`src/rtl/gbnrx_pkg.sv`:
```
package gbnrx_pkg;
  localparam logic [7:0]  MARK_DATA = 8'hFF;
  localparam logic [7:0]  MARK_ACK  = 8'hF0;
  localparam logic [31:0] CRC_POLY  = 32'h04C11DB7;
  localparam logic [31:0] CRC_SEED  = 32'hFFFFFFFF;

  typedef enum logic {ST_HUNT, ST_BODY} rx_state_e;

  // Folds one 32-bit word into the CRC, most significant bit first.
  function automatic logic [31:0] crc32_word(input logic [31:0] crc, input logic [31:0] data);
    logic [31:0] c;
    c = crc;
    for (int b = 31; b >= 0; b--) begin
      if (c[31] ^ data[b]) c = (c << 1) ^ CRC_POLY;
      else                 c = c << 1;
    end
    return c;
  endfunction

  // Sequence number one below the given one, wrapping around.
  function automatic logic [7:0] seq_prev(input logic [7:0] s);
    return s - 8'd1;
  endfunction
endpackage

```
`src/rtl/gbnrx_framer.sv`:
```
module gbnrx_framer
  import gbnrx_pkg::*;
#(
  parameter int SEQ_W     = 3,
  parameter int PKT_WORDS = 32,
  parameter int PACK      = 4
) (
  input  logic             clk,
  input  logic             rst_n,
  input  logic             in_valid,
  input  logic [7:0]       in_mark,
  input  logic [SEQ_W-1:0] in_num,
  output logic             hdr_data,
  output logic             hdr_ack,
  output logic             body_beat,
  output logic             first_beat,
  output logic             last_beat,
  output logic             grp_end,
  output logic [SEQ_W-1:0] frm_seq,
  output logic             addr_valid,
  output logic [7:0]       addr
);
  localparam int CNT_W = $clog2(PKT_WORDS);
  localparam int PW    = (PACK > 1) ? $clog2(PACK) : 1;

  rx_state_e        state;
  logic [CNT_W-1:0] cnt;

  assign hdr_data   = in_valid && (state == ST_HUNT) && (in_mark == MARK_DATA);
  assign hdr_ack    = in_valid && (state == ST_HUNT) && (in_mark == MARK_ACK);
  assign body_beat  = in_valid && (state == ST_BODY);
  assign first_beat = body_beat && (cnt == '0);
  assign last_beat  = body_beat && (cnt == CNT_W'(PKT_WORDS - 1));

  generate
    if (PACK > 1) begin : g_grp
      assign grp_end = body_beat && (&cnt[PW-1:0]);
    end else begin : g_single
      assign grp_end = body_beat;
    end
  endgenerate

  always_ff @(posedge clk) begin
    if (!rst_n) begin
      state      <= ST_HUNT;
      cnt        <= '0;
      frm_seq    <= '0;
      addr_valid <= 1'b0;
      addr       <= '0;
    end else begin
      addr_valid <= first_beat;
      if (first_beat) addr <= in_mark;
      if (hdr_data) begin
        state   <= ST_BODY;
        cnt     <= '0;
        frm_seq <= in_num;
      end else if (body_beat) begin
        cnt <= cnt + 1'b1;
        if (last_beat) state <= ST_HUNT;
      end
    end
  end
endmodule

```
`src/rtl/gbnrx_crc.sv`:
```
module gbnrx_crc
  import gbnrx_pkg::*;
(
  input  logic        clk,
  input  logic        rst_n,
  input  logic        body_beat,
  input  logic        first_beat,
  input  logic        last_beat,
  input  logic [31:0] in_data,
  output logic        crc_ok
);
  logic [31:0] crc_q;

  assign crc_ok = (crc_q == in_data);

  always_ff @(posedge clk) begin
    if (!rst_n) begin
      crc_q <= CRC_SEED;
    end else if (first_beat) begin
      crc_q <= crc32_word(CRC_SEED, in_data);
    end else if (body_beat && !last_beat) begin
      crc_q <= crc32_word(crc_q, in_data);
    end
  end
endmodule

```
`src/rtl/gbnrx_packer.sv`:
```
module gbnrx_packer #(
  parameter int PACK = 4
) (
  input  logic               clk,
  input  logic               rst_n,
  input  logic               body_beat,
  input  logic               grp_end,
  input  logic               last_beat,
  input  logic [31:0]        in_data,
  output logic               out_valid,
  output logic [32*PACK-1:0] out_data,
  output logic               out_last
);
  localparam int OUT_W  = 32 * PACK;
  localparam int HOLD_W = (PACK > 1) ? 32 * (PACK - 1) : 32;

  logic [OUT_W-1:0] packed_w;

  generate
    if (PACK > 1) begin : g_hold
      logic [HOLD_W-1:0] hold;
      assign packed_w = {hold, in_data};
      always_ff @(posedge clk) begin
        if (!rst_n) hold <= '0;
        else if (body_beat) begin
          if (PACK > 2) hold <= HOLD_W'({hold, in_data});
          else          hold <= HOLD_W'(in_data);
        end
      end
    end else begin : g_pass
      assign packed_w = in_data;
    end
  endgenerate

  always_ff @(posedge clk) begin
    if (!rst_n) begin
      out_valid <= 1'b0;
      out_data  <= '0;
      out_last  <= 1'b0;
    end else begin
      out_valid <= grp_end;
      out_last  <= last_beat;
      if (grp_end) out_data <= packed_w;
    end
  end
endmodule

```
`src/rtl/gbnrx_seq.sv`:
```
module gbnrx_seq
  import gbnrx_pkg::*;
#(
  parameter int SEQ_W = 3
) (
  input  logic             clk,
  input  logic             rst_n,
  input  logic             last_beat,
  input  logic             crc_ok,
  input  logic [SEQ_W-1:0] frm_seq,
  input  logic             hdr_ack,
  input  logic [SEQ_W-1:0] in_num,
  output logic             ack_req,
  output logic [SEQ_W-1:0] ack_num,
  output logic             out_drop,
  output logic             ack_rx_valid,
  output logic [SEQ_W-1:0] ack_rx_num,
  output logic [SEQ_W-1:0] exp_seq
);
  logic in_order;
  logic accept;
  logic [SEQ_W-1:0] reack_num;

  assign in_order  = (frm_seq == exp_seq);
  assign accept    = last_beat && crc_ok && in_order;
  assign reack_num = SEQ_W'(seq_prev(8'(exp_seq)));

  always_ff @(posedge clk) begin
    if (!rst_n) begin
      ack_req      <= 1'b0;
      ack_num      <= '0;
      out_drop     <= 1'b0;
      ack_rx_valid <= 1'b0;
      ack_rx_num   <= '0;
      exp_seq      <= '0;
    end else begin
      ack_req      <= last_beat && crc_ok;
      out_drop     <= last_beat && !accept;
      ack_rx_valid <= hdr_ack;
      if (hdr_ack) ack_rx_num <= in_num;
      if (last_beat && crc_ok) ack_num <= in_order ? frm_seq : reack_num;
      if (accept) exp_seq <= exp_seq + 1'b1;
    end
  end
endmodule

```
`src/rtl/gbn_frame_rx.sv`:
```
module gbn_frame_rx #(
  parameter int SEQ_W     = 3,
  parameter int PKT_WORDS = 32,
  parameter int PACK      = 4
) (
  input  logic               clk,
  input  logic               rst_n,
  input  logic               in_valid,
  input  logic [31:0]        in_data,
  output logic               addr_valid,
  output logic [7:0]         addr,
  output logic               out_valid,
  output logic [32*PACK-1:0] out_data,
  output logic               out_last,
  output logic               out_drop,
  output logic               ack_req,
  output logic [SEQ_W-1:0]   ack_num,
  output logic               ack_rx_valid,
  output logic [SEQ_W-1:0]   ack_rx_num
);
  logic             hdr_data, hdr_ack, body_beat, first_beat, last_beat, grp_end;
  logic             crc_ok;
  logic [SEQ_W-1:0] frm_seq, exp_seq;

  gbnrx_framer #(.SEQ_W(SEQ_W), .PKT_WORDS(PKT_WORDS), .PACK(PACK)) u_framer (
    .clk(clk), .rst_n(rst_n), .in_valid(in_valid),
    .in_mark(in_data[31:24]), .in_num(in_data[SEQ_W-1:0]),
    .hdr_data(hdr_data), .hdr_ack(hdr_ack), .body_beat(body_beat),
    .first_beat(first_beat), .last_beat(last_beat), .grp_end(grp_end),
    .frm_seq(frm_seq), .addr_valid(addr_valid), .addr(addr)
  );

  gbnrx_crc u_crc (
    .clk(clk), .rst_n(rst_n), .body_beat(body_beat), .first_beat(first_beat),
    .last_beat(last_beat), .in_data(in_data), .crc_ok(crc_ok)
  );

  gbnrx_packer #(.PACK(PACK)) u_packer (
    .clk(clk), .rst_n(rst_n), .body_beat(body_beat), .grp_end(grp_end),
    .last_beat(last_beat), .in_data(in_data),
    .out_valid(out_valid), .out_data(out_data), .out_last(out_last)
  );

  gbnrx_seq #(.SEQ_W(SEQ_W)) u_seq (
    .clk(clk), .rst_n(rst_n), .last_beat(last_beat), .crc_ok(crc_ok),
    .frm_seq(frm_seq), .hdr_ack(hdr_ack), .in_num(in_data[SEQ_W-1:0]),
    .ack_req(ack_req), .ack_num(ack_num), .out_drop(out_drop),
    .ack_rx_valid(ack_rx_valid), .ack_rx_num(ack_rx_num), .exp_seq(exp_seq)
  );
endmodule

```
`config.mk`:
```
export PLATFORM = sky130hd
export DESIGN_NAME = gbn_frame_rx
export DESIGN_NICKNAME = d
export VERILOG_FILES = /design/src/rtl/gbnrx_pkg.sv /design/src/rtl/gbnrx_framer.sv /design/src/rtl/gbnrx_crc.sv /design/src/rtl/gbnrx_packer.sv /design/src/rtl/gbnrx_seq.sv /design/src/rtl/gbn_frame_rx.sv
export SDC_FILE = /design/constraint.sdc
export NUM_CORES = 1
export LEC_CHECK = 0
export BUFFER_PORTS_ARGS = -buffer_cell sky130_fd_sc_hd__buf_2
export CORE_AREA = 2 2 183 185
export DETAILED_ROUTE_END_ITERATION = 10
export DIE_AREA = 0 0 185 187
export PLACE_DENSITY = 0.72
export SYNTH_ARGS = -nofsm -noshare
export SYNTH_HDL_FRONTEND = slang
export SYNTH_SLANG_ARGS = --single-unit
```
`constraint.sdc`:
```
create_clock -name clk -period 3.61 [get_ports clk]
set_input_delay 0.361 -clock clk [delete_from_list [all_inputs] [get_ports clk]]
set_output_delay 0.361 -clock clk [all_outputs]
set_load 0.02 [all_outputs]
```
==> flow_metrics.py <==
metrics = {
    "layout": {
        "area_growth_pct": 24.7,
        "layout_common_cells": "496 x nand2_1, 295 x xnor2_1, 283 x dfxtp_1",
        "regArea_um2": 5770,
        "drive_gt1_share_pct": 25.4,
        "stdcell_area_um2": 20200,
        "final_common_cell": "nand2_1",
        "antenna_cells": 0,
        "multiInputGateArea_um2": 9990,
        "num-fill-cells": 2943,
        "fin_nets": 2200,
    },
    "floorplan": {
        "io_pins": 183,
        "die_x_um": 185,
        "core_um2": 32900,
        "die_h_um": 187,
        "die_area_um2": 34600,
        "num_rows": 67,
        "start_util_pct": 49.3,
    },
    "pwr": {
        "powerDensity_nw_per_um2": 1330,
        "p_leak_uw": 0.00832,
        "vdd_ir_drop_max_mv": 2.84,
        "finalPower_uw": 26800,
    },
    "sta": {
        "min_period_ns": 3.51,
        "slew_violations": 0,
        "fin_crit_sh_pct": 97.1,
        "tightest_slew_ns": 1.17,
        "fin_setup_tns_ns": 0,
        "skew_ns": 0.0204,
        "hold_viol_final": 0,
        "setup-violations-final": 0,
        "timing.slew.headroom_pct": 22.0,
        "fmax_mhz": 285,
    },
    "yosys": {
        "netlist_instances": 1816,
        "yosysSeqAreaShare_pct": 35.6,
        "syn_area_um2": 16200,
        "synth_ff_type": "dfxtp_1",
        "synth_top_area_share_pct": 35.6,
        "yosys_register_bits": 288,
        "ys_top_cells_by_area": "dfxtp_1 36%, xnor2_1 16%, nand2_1 12%",
        "synth-edff-count": 0,
        "netlist.top_cell.by_area": "dfxtp_1",
        "yosysWarnings": 0,
        "avgSynthCellArea_um2": 8.92,
        "synth_fp_nets": 1862,
        "synth_cell_types": 51,
        "async_flop_share_pct": 0,
    },
    "worst_setup_path": {
        "critPathKind": "flop to flop",
        "crit_path_start": "u_crc.crc_q[27]",
        "cp-start-kind": "flop",
        "r2r-start": "u_crc.crc_q[27]",
        "required_ns": 4.05,
        "crit_fanout": 5,
        "arrival_ns": 3.94,
        "critPathCaptureType": "flop",
    },
    "placement": {
        "port_buffers": 182,
        "placed_area_um2": 19100,
        "dp_hpwl_um": 39500,
        "routabilityCongestion": 0.991,
    },
    "drt": {
        "dr_total_vias": 13656,
        "drt_iter0_markers": 1108,
        "wire_per_inst_um": 19.6,
        "antenna_left": 0,
        "drtPass1Iterations": 7,
        "viasPerCell": 5.20,
        "wl_um": 51500,
        "remaining_drc_errors": 0,
    },
    "cts": {
        "htree_levels": 1,
        "cts.clk_slew.worst_paths_ns": 0.06,
        "cts_made_buffers": 30,
        "cts_sinks": 288,
        "cts-root-buf": "clkbuf_16",
        "clock_path_buffers": 3,
        "cts_tree": "done",
        "ctsHoldBuffers": 0,
        "clkLatencyLatePin_ns": 0.55,
    },
    "grt": {
        "overflow": 0,
        "grt_pass1_vias": 13170,
        "grt_max_degree": 207,
        "antenna_found_initial": 0,
        "grt_util_all_layers_pct": 29.3,
        "grt_pass1_wl_um": 77300,
    },
    "worst_hold_path": {
        "min_from": "in_data[11]",
        "hp-class": "primary input to flop",
    },
    "flow_run": {
        "cap_violations": 0,
    },
    "status": {
        "run_status": "completed",
    },
}
[where the power goes]
group / internal [µW] / leakage [µW] / switching [µW] / total (µW)
clock network: 1900 / 0.000503 / 1260 / 3170
logic: 10800 / 0.00550 / 9640 / 20500
registers: 3180 / 0.00232 / 4.49 / 3190
[critical path: stages (launching register included)]
cell	delay [ns]
dfxtp_2	0.39
xnor2_4	0.32
xnor3_1	0.52
xnor2_2	0.29
buf_4	0.18
xnor2_1	0.13
xor2_1	0.25
buf_4	0.18
xor2_1	0.23
xor2_1	0.38
o22ai_1	0.19
a211o_1	0.30
[what timing repair did]
action | in CTS | in global routing
endpoints found under the hold margin | 0 | 0
gates resized for setup | 0 | 14
setup buffers | 0 | 2
setup endpoints to repair | 0 | 21
[flip-flops by register name (all words and copies together), names as in the netlist, 3 cells and up]
| signal | flops |
|---|---|
| u_seq.ack_num | 3 |
| u_packer.out_data | 128 |
| u_framer.addr | 8 |
| u_framer.frm_seq | 3 |
| u_framer.cnt | 5 |
| u_seq.exp_seq | 3 |
| u_packer.g_hold.hold | 96 |
| u_crc.crc_q | 32 |
| u_seq.ack_rx_num | 3 |
[per-stage QoR]
step / utilization [%] / std cells / worst slack [ns] / hold WS [ns]
final: 61.5 / 2625 / 0.104 / 0.154
after global routing: 61.5 / 2625 / -0.00866 / 0.150
after CTS: 61.2 / 2623 / 0.0342 / 0.146
after detailed placement: 58.1 / 2568 / -0.134 / 0.443
after global placement: 58.1 / 2568 / -0.111 / 0.439
after floorplan: - / 1816 / 0.00702 / 0.432
[cells in the mapped netlist, types with 3 or more instances]
library cell	instances
a211oi_1	3
xor2_1	101
nand2_1	498
clkbuf_8	6
nand4_1	5
xnor3_1	46
o2111ai_1	3
o221ai_1	5
o211ai_1	22
buf_2	7
xnor2_4	8
xor2_2	7
xnor2_1	301
nor2_1	37
buf_4	3
xnor3_4	3
nor3_1	4
clkbuf_1	98
xnor3_2	10
a21oi_1	251
xor3_2	3
ha_1	11
o21ai_0	9
xor3_1	3
mux2i_1	7
xnor2_2	24
nand3_1	8
o21ai_1	5
inv_2	3
and3_1	4
dfxtp_1	288
inv_1	8
[final cells by class]
cell class / count / share of cell area, %
Tap cell: 448 / 2.78
Multi-Input combinational cell: 1400 / 49.5
Inverter: 11 / 0.242
Clock buffer: 48 / 4.60
Sequential cell: 288 / 28.6
Timing Repair Buffer: 423 / 13.8
Clock inverter: 7 / 0.502
[cell families after synthesis]
group	Yosys count	share of synthesized area [%]
fa+ha+maj	11	0.850
buf+inv	128	3.53
simple gates	570	13.8
compound gates	305	10.2
xor+xnor	507	35.6
mux	7	0.433
flops	288	35.6
[routing by layer]
layer,GRT usage (%),routed length (µm)
met1,39.4,22200
met2,48.0,24000
met3,3.87,3070
met4,11.0,2240
met5,0,0
[worst paths after layout]
path	end	slack, ns	cells after the start
max	u_crc.crc_q[18]	0.10	11
min	u_packer.g_hold.hold[11]	0.15	3
max reg2reg	u_crc.crc_q[18]	0.10	11
min reg2reg	u_packer.out_data[124]	0.45	2
Note: power is estimated with default switching activity, not from simulation.
